[src/rtl/smram_pkg.sv]
package smram_pkg;

  localparam int CTL_W = 8;

  typedef struct packed {
    logic       rsvd7;
    logic       open_b;
    logic       closed_b;
    logic       lock_b;
    logic       enable_b;
    logic [2:0] seg;
  } smram_ctl_t;

  localparam logic [CTL_W-1:0] CTL_RESET   = 8'h02;
  localparam logic [CTL_W-1:0] CTL_KEEP    = 8'h78;
  localparam logic [CTL_W-1:0] CTL_FIXED   = 8'h02;

  // New stored value for a matching write, given the value held before it.
  function automatic smram_ctl_t ctl_next(input smram_ctl_t prev,
                                          input logic [CTL_W-1:0] wdata);
    smram_ctl_t n;
    n = smram_ctl_t'((wdata & CTL_KEEP) | CTL_FIXED);
    if (prev.lock_b) begin
      n.open_b = 1'b0;
      n.lock_b = 1'b1;
    end
    return n;
  endfunction

  // Open and closed together while unlocked and enabled.
  function automatic logic ctl_illegal(input smram_ctl_t c);
    return c.enable_b & ~c.lock_b & c.open_b & c.closed_b;
  endfunction

  // 1 = DRAM, 0 = PCI.
  function automatic logic route_to_dram(input smram_ctl_t c,
                                         input logic smm,
                                         input logic is_code);
    logic r;
    if (!c.enable_b)                      r = 1'b0;
    else if (!c.lock_b && c.open_b)       r = ~c.closed_b;
    else if (!smm)                        r = 1'b0;
    else                                  r = is_code | ~c.closed_b;
    return r;
  endfunction

endpackage

[src/rtl/smram_ctl_reg.sv]
module smram_ctl_reg
  import smram_pkg::*;
#(
  parameter int          ADDR_W     = 8,
  parameter logic [7:0]  CFG_OFFSET = 8'h72
) (
  input  logic              clk,
  input  logic              por_n,
  input  logic              cfg_wr,
  input  logic [ADDR_W-1:0] cfg_addr,
  input  logic [CTL_W-1:0]  cfg_wdata,
  output smram_ctl_t        ctl_q,
  output logic              ctl_bad
);

  localparam logic [ADDR_W-1:0] HIT_ADDR = ADDR_W'(CFG_OFFSET);

  logic       wr_hit;
  smram_ctl_t ctl_d;

  assign wr_hit  = cfg_wr && (cfg_addr == HIT_ADDR);
  assign ctl_d   = wr_hit ? ctl_next(ctl_q, cfg_wdata) : ctl_q;
  assign ctl_bad = ctl_illegal(ctl_q);

  always_ff @(posedge clk or negedge por_n) begin
    if (!por_n) ctl_q <= smram_ctl_t'(CTL_RESET);
    else        ctl_q <= ctl_d;
  end

  AST_FIXED_BITS: assert property (@(posedge clk) disable iff (!por_n)
    (ctl_q.seg == 3'b010) && !ctl_q.rsvd7);

  AST_HOLD_NO_HIT: assert property (@(posedge clk) disable iff (!por_n)
    !wr_hit |=> $stable(ctl_q));

  AST_LOCK_STICKY: assert property (@(posedge clk) disable iff (!por_n)
    ctl_q.lock_b |=> ctl_q.lock_b);

  AST_LOCK_CLOSES_OPEN: assert property (@(posedge clk) disable iff (!por_n)
    (wr_hit && ctl_q.lock_b) |=> !ctl_q.open_b);

endmodule

[src/rtl/smram_route.sv]
module smram_route
  import smram_pkg::*;
(
  input  logic       clk,
  input  logic       por_n,
  input  smram_ctl_t ctl,
  input  logic       ctl_bad,
  input  logic       acc_req,
  input  logic       acc_smm,
  input  logic       acc_is_code,
  output logic       route_valid,
  output logic       route_dram
);

  logic dram_d;

  assign dram_d = acc_req && !ctl_bad && route_to_dram(ctl, acc_smm, acc_is_code);

  always_ff @(posedge clk or negedge por_n) begin
    if (!por_n) begin
      route_valid <= 1'b0;
      route_dram  <= 1'b0;
    end else begin
      route_valid <= acc_req;
      route_dram  <= dram_d;
    end
  end

  AST_IDLE_QUIET: assert property (@(posedge clk) disable iff (!por_n)
    !acc_req |=> !route_valid && !route_dram);

  AST_DISABLED_PCI: assert property (@(posedge clk) disable iff (!por_n)
    (acc_req && !ctl.enable_b) |=> route_valid && !route_dram);

  AST_ILLEGAL_PCI: assert property (@(posedge clk) disable iff (!por_n)
    (acc_req && ctl_bad) |=> !route_dram);

  AST_SMM_DATA_CLOSED: assert property (@(posedge clk) disable iff (!por_n)
    (acc_req && ctl.enable_b && ctl.closed_b && !acc_is_code)
      |=> !route_dram);

  AST_NON_SMM_LOCKED: assert property (@(posedge clk) disable iff (!por_n)
    (acc_req && !acc_smm && ctl.lock_b) |=> !route_dram);

endmodule

[src/rtl/smram_gate.sv]
module smram_gate
  import smram_pkg::*;
#(
  parameter int         ADDR_W     = 8,
  parameter logic [7:0] CFG_OFFSET = 8'h72
) (
  input  logic              clk,
  input  logic              por_n,
  input  logic              cfg_wr,
  input  logic [ADDR_W-1:0] cfg_addr,
  input  logic [7:0]        cfg_wdata,
  input  logic              acc_req,
  input  logic              acc_smm,
  input  logic              acc_is_code,
  output logic [7:0]        smram_ctl,
  output logic              route_valid,
  output logic              route_dram,
  output logic              cfg_err
);

  smram_ctl_t ctl_q;
  logic       ctl_bad;

  smram_ctl_reg #(.ADDR_W(ADDR_W), .CFG_OFFSET(CFG_OFFSET)) u_reg (
    .clk       (clk),
    .por_n     (por_n),
    .cfg_wr    (cfg_wr),
    .cfg_addr  (cfg_addr),
    .cfg_wdata (cfg_wdata),
    .ctl_q     (ctl_q),
    .ctl_bad   (ctl_bad)
  );

  smram_route u_route (
    .clk         (clk),
    .por_n       (por_n),
    .ctl         (ctl_q),
    .ctl_bad     (ctl_bad),
    .acc_req     (acc_req),
    .acc_smm     (acc_smm),
    .acc_is_code (acc_is_code),
    .route_valid (route_valid),
    .route_dram  (route_dram)
  );

  assign smram_ctl = ctl_q;
  assign cfg_err   = ctl_bad;

  AST_ERR_MEANS_OPEN_CLOSED: assert property (@(posedge clk) disable iff (!por_n)
    cfg_err |-> (smram_ctl[6] && smram_ctl[5] && smram_ctl[3]));

endmodule

[config.mk]
export PLATFORM = sky130hd
export DESIGN_NAME = smram_gate
export DESIGN_NICKNAME = d
export VERILOG_FILES = /design/src/rtl/smram_pkg.sv /design/src/rtl/smram_ctl_reg.sv /design/src/rtl/smram_route.sv /design/src/rtl/smram_gate.sv
export SDC_FILE = /design/constraint.sdc
export NUM_CORES = 1
export LEC_CHECK = 0
export ABC_CLOCK_PERIOD_IN_PS = 2700
export BUFFER_PORTS_ARGS = -buffer_cell sky130_fd_sc_hd__buf_2
export CAP_MARGIN = 15
export CORE_AREA = 5 5 42 44
export CTS_CLUSTER_SIZE = 16
export DETAILED_ROUTE_END_ITERATION = 10
export DIE_AREA = 0 0 47 49
export HOLD_SLACK_MARGIN = 0.06
export SETUP_SLACK_MARGIN = 0.2
export SYNTH_ARGS = -nofsm -noshare
export SYNTH_HDL_FRONTEND = slang
export SYNTH_HIERARCHICAL = 1
export SYNTH_SLANG_ARGS = --single-unit
export TNS_END_PERCENT = 30
[constraint.sdc]
create_clock -name clk -period 2.7 [get_ports clk]
set_clock_uncertainty 0.2 [all_clocks]
set_input_delay 0.27 -clock clk [delete_from_list [all_inputs] [get_ports clk]]
set_output_delay 0.27 -clock clk [all_outputs]
set_load 0.03 [all_outputs]
==> flow_metrics.tcl, run 1 <==
set metrics [dict create \
    cp.required_ps 2230 \
    hp-class "in2reg" \
    cts_hold_buf 5 \
    fin_cells 73 \
    grt_pass1_wl_um 1297 \
    power_frac_seq_pct 42.6 \
    n_fill_cell 161 \
    drv_slew 0 \
    clkPwrFrac_pct 36.1 \
    power.density_mw_per_mm2 440.0 \
    ys_seq_area_share_pct 45.45 \
    crit_start "u_reg/ctl_q[4]" \
    pre_cts_ws_ps 1101 \
    startpoint_type "flip-flop" \
    finalInstanceArea_um2 520.5 \
    fmax_mhz 613.4 \
    syn_inst 27 \
    worstPathArrival_ps 1160 \
    cts_tree "done" \
    io_pins 33 \
    rsz0062_at_grt "no" \
    reg2reg_to "u_route/route_dram" \
    antenna_found_initial 0 \
    grt_pass1_vias 310 \
    cts_buffer_depth 2 \
    overflow 0 \
    routed_via_density 4.151 \
    fin_crit_ps 1630 \
    ys_warn_count 6 \
    fp.dieW_um 47 \
    reg2reg_from "u_reg/ctl_q[6]" \
    synth_top_area_cell "dfrtp_1" \
    gp_congestion 0.6642 \
    irDropWorstVdd_mv 0.1934 \
    path_clk_slew_ps 50 \
    r2r_cells 3 \
    grt_start_max_net_pins 7 \
    outcome "finished clean" \
    io_buffers 24 \
    hold_viol 0 \
    ant_nets 0 \
    synthTopCellsByArea "dfrtp_1, mux2_2, buf_4, nand4b_4, nor4_4" \
    power_frac_comb_pct 21.3 \
    setup_tns_ps 0 \
    max_cap_violations 0 \
    wl_per_cell_um 11.79 \
    clkLatencyLatePin_ps 240 \
    dieHeight_um 49 \
    core_area_mm2 0.001401 \
    critPathCapture "cfg_err" \
    setup_violations 0 \
    intPower_uw 165.6 \
    drtPass1Iterations 2 \
    nNetsFinal 81 \
    synth.ff_latch_count 6 \
    yosysTopAreaCellShare_pct 45.45 \
    post-cts-setup-buffers 0 \
    initial_utilization_pct 23.57 \
    finalWirelength_um 861 \
    row_count 14 \
    tritoncts_num_sinks 6 \
    htree_levels 1 \
    path_max_fanout 6 \
    dp_cells 65 \
    path_class "reg2out" \
    syn_area_per_cell_um2 12.23 \
    placedInstanceArea_um2 447.9 \
    layout_setup_ws_ps 1070 \
    area_delta_synth_final_pct 57.58 \
    rrSetupSlack_ps 1450 \
    cts.repair.resized 0 \
    dp_hpwl_um 725.7 \
    switching_share_pct 27.68 \
    synth_cell_types 15 \
    diodes 0 \
    switching_power_uw 63.40 \
    drive_above_1_share_pct 57.89 \
    drc 0 \
    power_leakage_uw 0.0002902 \
    num_vias 303 \
    fin_crit_sh_pct 60.38 \
    cts_made_buffers 3 \
    clock-root-buffer "clkbuf_4" \
    die_area_mm2 0.002303 \
    end_kind "output pin" \
    syn-cell-area_um2 330.3 \
    drt-initial-drc-count 1 \
    track_usage_pct 8.351 \
]
## final cells by class
type / instances / area (um^2) / share of cell area, %
Tap cell: 16 / 20.02 / 3.846
Inverter: 2 / 7.507 / 1.442
Timing Repair Buffer: 29 / 170.2 / 32.69
Multi-Input combinational cell: 17 / 150.1 / 28.85
Clock buffer: 3 / 22.52 / 4.327
Sequential cell: 6 / 150.1 / 28.85
## worst max-delay path, cell delays in order (launching register included)
cell and delay [ps]:
dfrtp_1 420, and4b_1 290, buf_2 210
## per-layer routing
metal	global-route usage [%]	wire, um	up-vias
li1	-	-	149
met1	9.375	309	136
met2	12.90	453	18
met3	3.690	99	0
met4	4.147	0	0
met5	0	0	-
## Yosys cell counts (all sizes together)
cell / count
dfrtp: 6
buf: 4
mux2: 3
conb: 2
inv: 2
a2111oi: 1
a21o: 1
a21oi: 1
and4b: 1
nand2: 1
nand3b: 1
nand4b: 1
nor2b: 1
nor4: 1
o21ai: 1
## sequential cells by signal, summed over array words and instances (netlist names)
name,flops
u_reg/ctl_q,4
u_route/route_dram,1
u_route/route_valid,1
## through the flow
| step | hold WS, ps | total power, uW | utilization, % |
|---|---|---|---|
| after CTS | 117.6 | 235.6 | 37.14 |
| after global routing | 131.1 | 245.6 | 37.14 |
| after detailed placement | -93.23 | 142.8 | 31.96 |
| after global placement | -97.18 | 141.3 | 31.96 |
| after floorplan | -225.6 | 125.5 | - |
| final | 122.7 | 229.0 | 37.14 |
## power groups by stage
| stage | Combinational [uW] | Clock (uW) | Sequential (uW) |
|---|---|---|---|
| 2_1_floorplan | 19.4 | 0 | 106 |
| 3_3_place_gp | 42.6 | 0 | 98.7 |
| 4_1_cts | 49.6 | 88.5 | 97.5 |
| 6_report | 48.9 | 82.6 | 97.6 |
| 5_1_grt | 52.7 | 94.7 | 98.2 |
| 3_5_place_dp | 43.9 | 0 | 98.9 |
## cell usage in the layout, fill, tap and decap left out
master / count
dlygate4sd3_1: 5
clkbuf_4: 3
a21o_2: 1
nor2b_1: 1
nor4_4: 1
nand2_1: 1
nand3b_1: 1
and4b_1: 1
dfrtp_1: 6
mux2_2: 3
inv_1: 2
buf_2: 24
a21oi_1: 1
conb_1: 4
a2111oi_1: 1
o21ai_1: 1
nand4b_4: 1
## how the worst min path moves through the flow
stage	start	endpoint	cells after the start
5_1_grt	acc_is_code	u_route/route_dram	3
3_5_place_dp	por_n	u_reg/ctl_q[5]	1
3_3_place_gp	por_n	u_reg/ctl_q[3]	1
2_1_floorplan	por_n	u_reg/ctl_q[3]	0
4_1_cts	acc_is_code	u_route/route_dram	3
6_report	acc_is_code	u_route/route_dram	3
## cells by family after synthesis
family                 after synthesis  share of synthesized area (%)
AO/OA/AOI/OAI                        4                          8.710
other                                2                          2.274
flip-flops                           6                          45.45
AND/OR/NAND/NOR                      6                          21.97
multiplexers                         3                          10.23
buffers and inverters                6                          11.36
Power figures use the tool's default switching activity.
==> inputs of run 2 (changes only) <==
--- a/config.mk
+++ b/config.mk
@@ -5,7 +5,7 @@
 export SDC_FILE = /design/constraint.sdc
 export NUM_CORES = 1
 export LEC_CHECK = 0
-export ABC_CLOCK_PERIOD_IN_PS = 2700
+export ABC_CLOCK_PERIOD_IN_PS = 1300
 export BUFFER_PORTS_ARGS = -buffer_cell sky130_fd_sc_hd__buf_2
 export CAP_MARGIN = 15
 export CORE_AREA = 5 5 42 44
==> constraint.sdc (replaced) <==
create_clock -name clk -period 1.3 [get_ports clk]
set_clock_uncertainty 0.2 [all_clocks]
set_input_delay 0.13 -clock clk [delete_from_list [all_inputs] [get_ports clk]]
set_output_delay 0.13 -clock clk [all_outputs]
set_load 0.03 [all_outputs]
==> run 2 against run 1 <==
Effect of this change: the run now ends with negative hold slack, negative setup slack left; non-clock buffer count up 5; core utilization is 9.8 points higher; count of clock-buffer cells in the layout did not move; final area up 26%; largest cell class unchanged; largest power group unchanged.
==> flow_metrics.tcl, run 2 (synthesis results as in run 1) <==
set metrics [dict create \
    die_area_mm2 0.002303 \
    dp_cells 65 \
    cts_made_buffers 3 \
    fmax_mhz 716.8 \
    outcome "finished with violations" \
    post-route-util_pct 46.96 \
    reg2reg_from "u_reg/ctl_q[6]" \
    cts_buffer_depth 2 \
    track_usage_pct 8.982 \
    hold_viol 1 \
    crit_chain "and4b_2 > buf_6" \
    area_delta_synth_final_pct 99.24 \
    overflow 0 \
    hp-start "acc_is_code" \
    setup_violations 1 \
    max_stage_delay_ps 390 \
    io_buffers 24 \
    multi_input_area_um2 183.9 \
    max_cap_violations 0 \
    clkLatencyLatePin_ps 240 \
    critPathCapture "cfg_err" \
    timing.hold.ws_ps -45.76 \
    drc 0 \
    r2r_cells 3 \
    drtPass1Iterations 2 \
    htree_levels 1 \
    pre_cts_ws_ps -139.3 \
    worstPathArrival_ps 1070 \
    startpoint_type "flip-flop" \
    path_class "reg2out" \
    end_kind "output pin" \
    finalWirelength_um 879 \
    mostFrequentLayoutCells "buf_2, buf_6, dlygate4sd3_1, conb_1, dfrtp_2" \
    dp_hpwl_um 640.1 \
    design_power_total_uw 508.1 \
    fin_cells 78 \
    fin_crit_ps 1395 \
    power.density_mw_per_mm2 772.0 \
    cts_tree "done" \
    grt_pass1_vias 381 \
    violations "negative hold slack, negative setup slack" \
    core_area_mm2 0.001401 \
    antenna_found_initial 0 \
    fin_crit_sh_pct 107.3 \
    rrSetupSlack_ps 10 \
    layout_commonest_cell "buf_2" \
    largest-register "u_reg/ctl_q" \
    reg2reg_to "u_route/route_dram" \
    drt-initial-drc-count 2 \
    drv_slew 0 \
    drive_above_1_share_pct 72.58 \
    io_pins 33 \
    tritoncts_num_sinks 6 \
    routed_via_density 4.218 \
    seq_area_um2 155.1 \
    dieHeight_um 49 \
    cpMaxStageDelayCell "dfrtp_2" \
    crit_start "u_reg/ctl_q[4]" \
    rsz0062_at_grt "yes" \
    irDropWorstVdd_mv 0.3728 \
    layout_setup_ws_ps -95.07 \
    clock-root-buffer "clkbuf_4" \
    grt_start_max_net_pins 7 \
    cp.required_ps 970 \
    ant_nets 0 \
    power_leakage_uw 0.0003263 \
    n_fill_cell 135 \
    grt_pass1_wl_um 1483 \
    setup_tns_ps -95.07 \
    nNetsFinal 86 \
    hp-class "in2reg" \
    path_clk_slew_ps 50 \
    gp_congestion 0.5947 \
    diodes 0 \
    path_max_fanout 2 \
    top_regs "u_reg/ctl_q x4, u_route/route_dram x1, u_route/route_valid x1" \
    initial_utilization_pct 23.57 \
    wl_per_cell_um 11.27 \
    row_count 14 \
    num_vias 329 \
    cts_hold_buf 5 \
    fp.dieW_um 47 \
    largest_reg_flops 4 \
]
[run 2: layout make-up]
class	count	share of cell area, %
multi-input combinational	17	27.95
tap	16	3.042
sequential	6	23.57
clock buffer	3	3.422
inverter	2	1.141
timing repair buffer	34	40.87
[run 2: timing repair]
item,in CTS,in global routing
buffers inserted,5,0
resized for setup,19,6
endpoints found under the hold margin,12,1
endpoints found under the setup margin,9,11
pin swaps,3,1
gates cloned,0,0
[run 2: layer usage]
metal  vias to the layer above  wire length [um]  track usage, %
li1                        156                 -               -
met1                       152               319           10.24
met2                        21               436           13.12
met3                         0               123           4.059
met4                         0                 0           5.530
met5                         -                 0               0
[run 2: through the flow]
step           cell area, um^2  hold slack [ps]
5_1_grt                  658.1           -39.80
3_3_place_gp             459.2           -243.3
2_1_floorplan            349.1           -365.6
3_5_place_dp             459.2           -238.6
4_1_cts                  645.6           -52.11
6_report                 658.1           -45.76
[run 2: critical path, delay by kind of cell (launching register included)]
family / cells / cell delay, ps
and+or+nand+nor: 1 / 300
DFF: 1 / 390
buffers and inverters: 1 / 130
[run 2: worst min path at each step]
stage                              end  slack [ps]  depth (start not counted)
global placement    u_route/route_dram        -240                          1
finish              u_route/route_dram         -50                          3
CTS                 u_route/route_dram         -50                          3
floorplan               u_reg/ctl_q[3]        -370                          0
detailed placement  u_route/route_dram        -240                          1
global route        u_route/route_dram         -40                          3
[run 2: where the power goes]
group	internal, uW	switching, uW	leakage (uW)
clock	104	64.5	0.0000138
combinational	69.8	68.2	0.000238
sequential	196	4.94	0.0000743
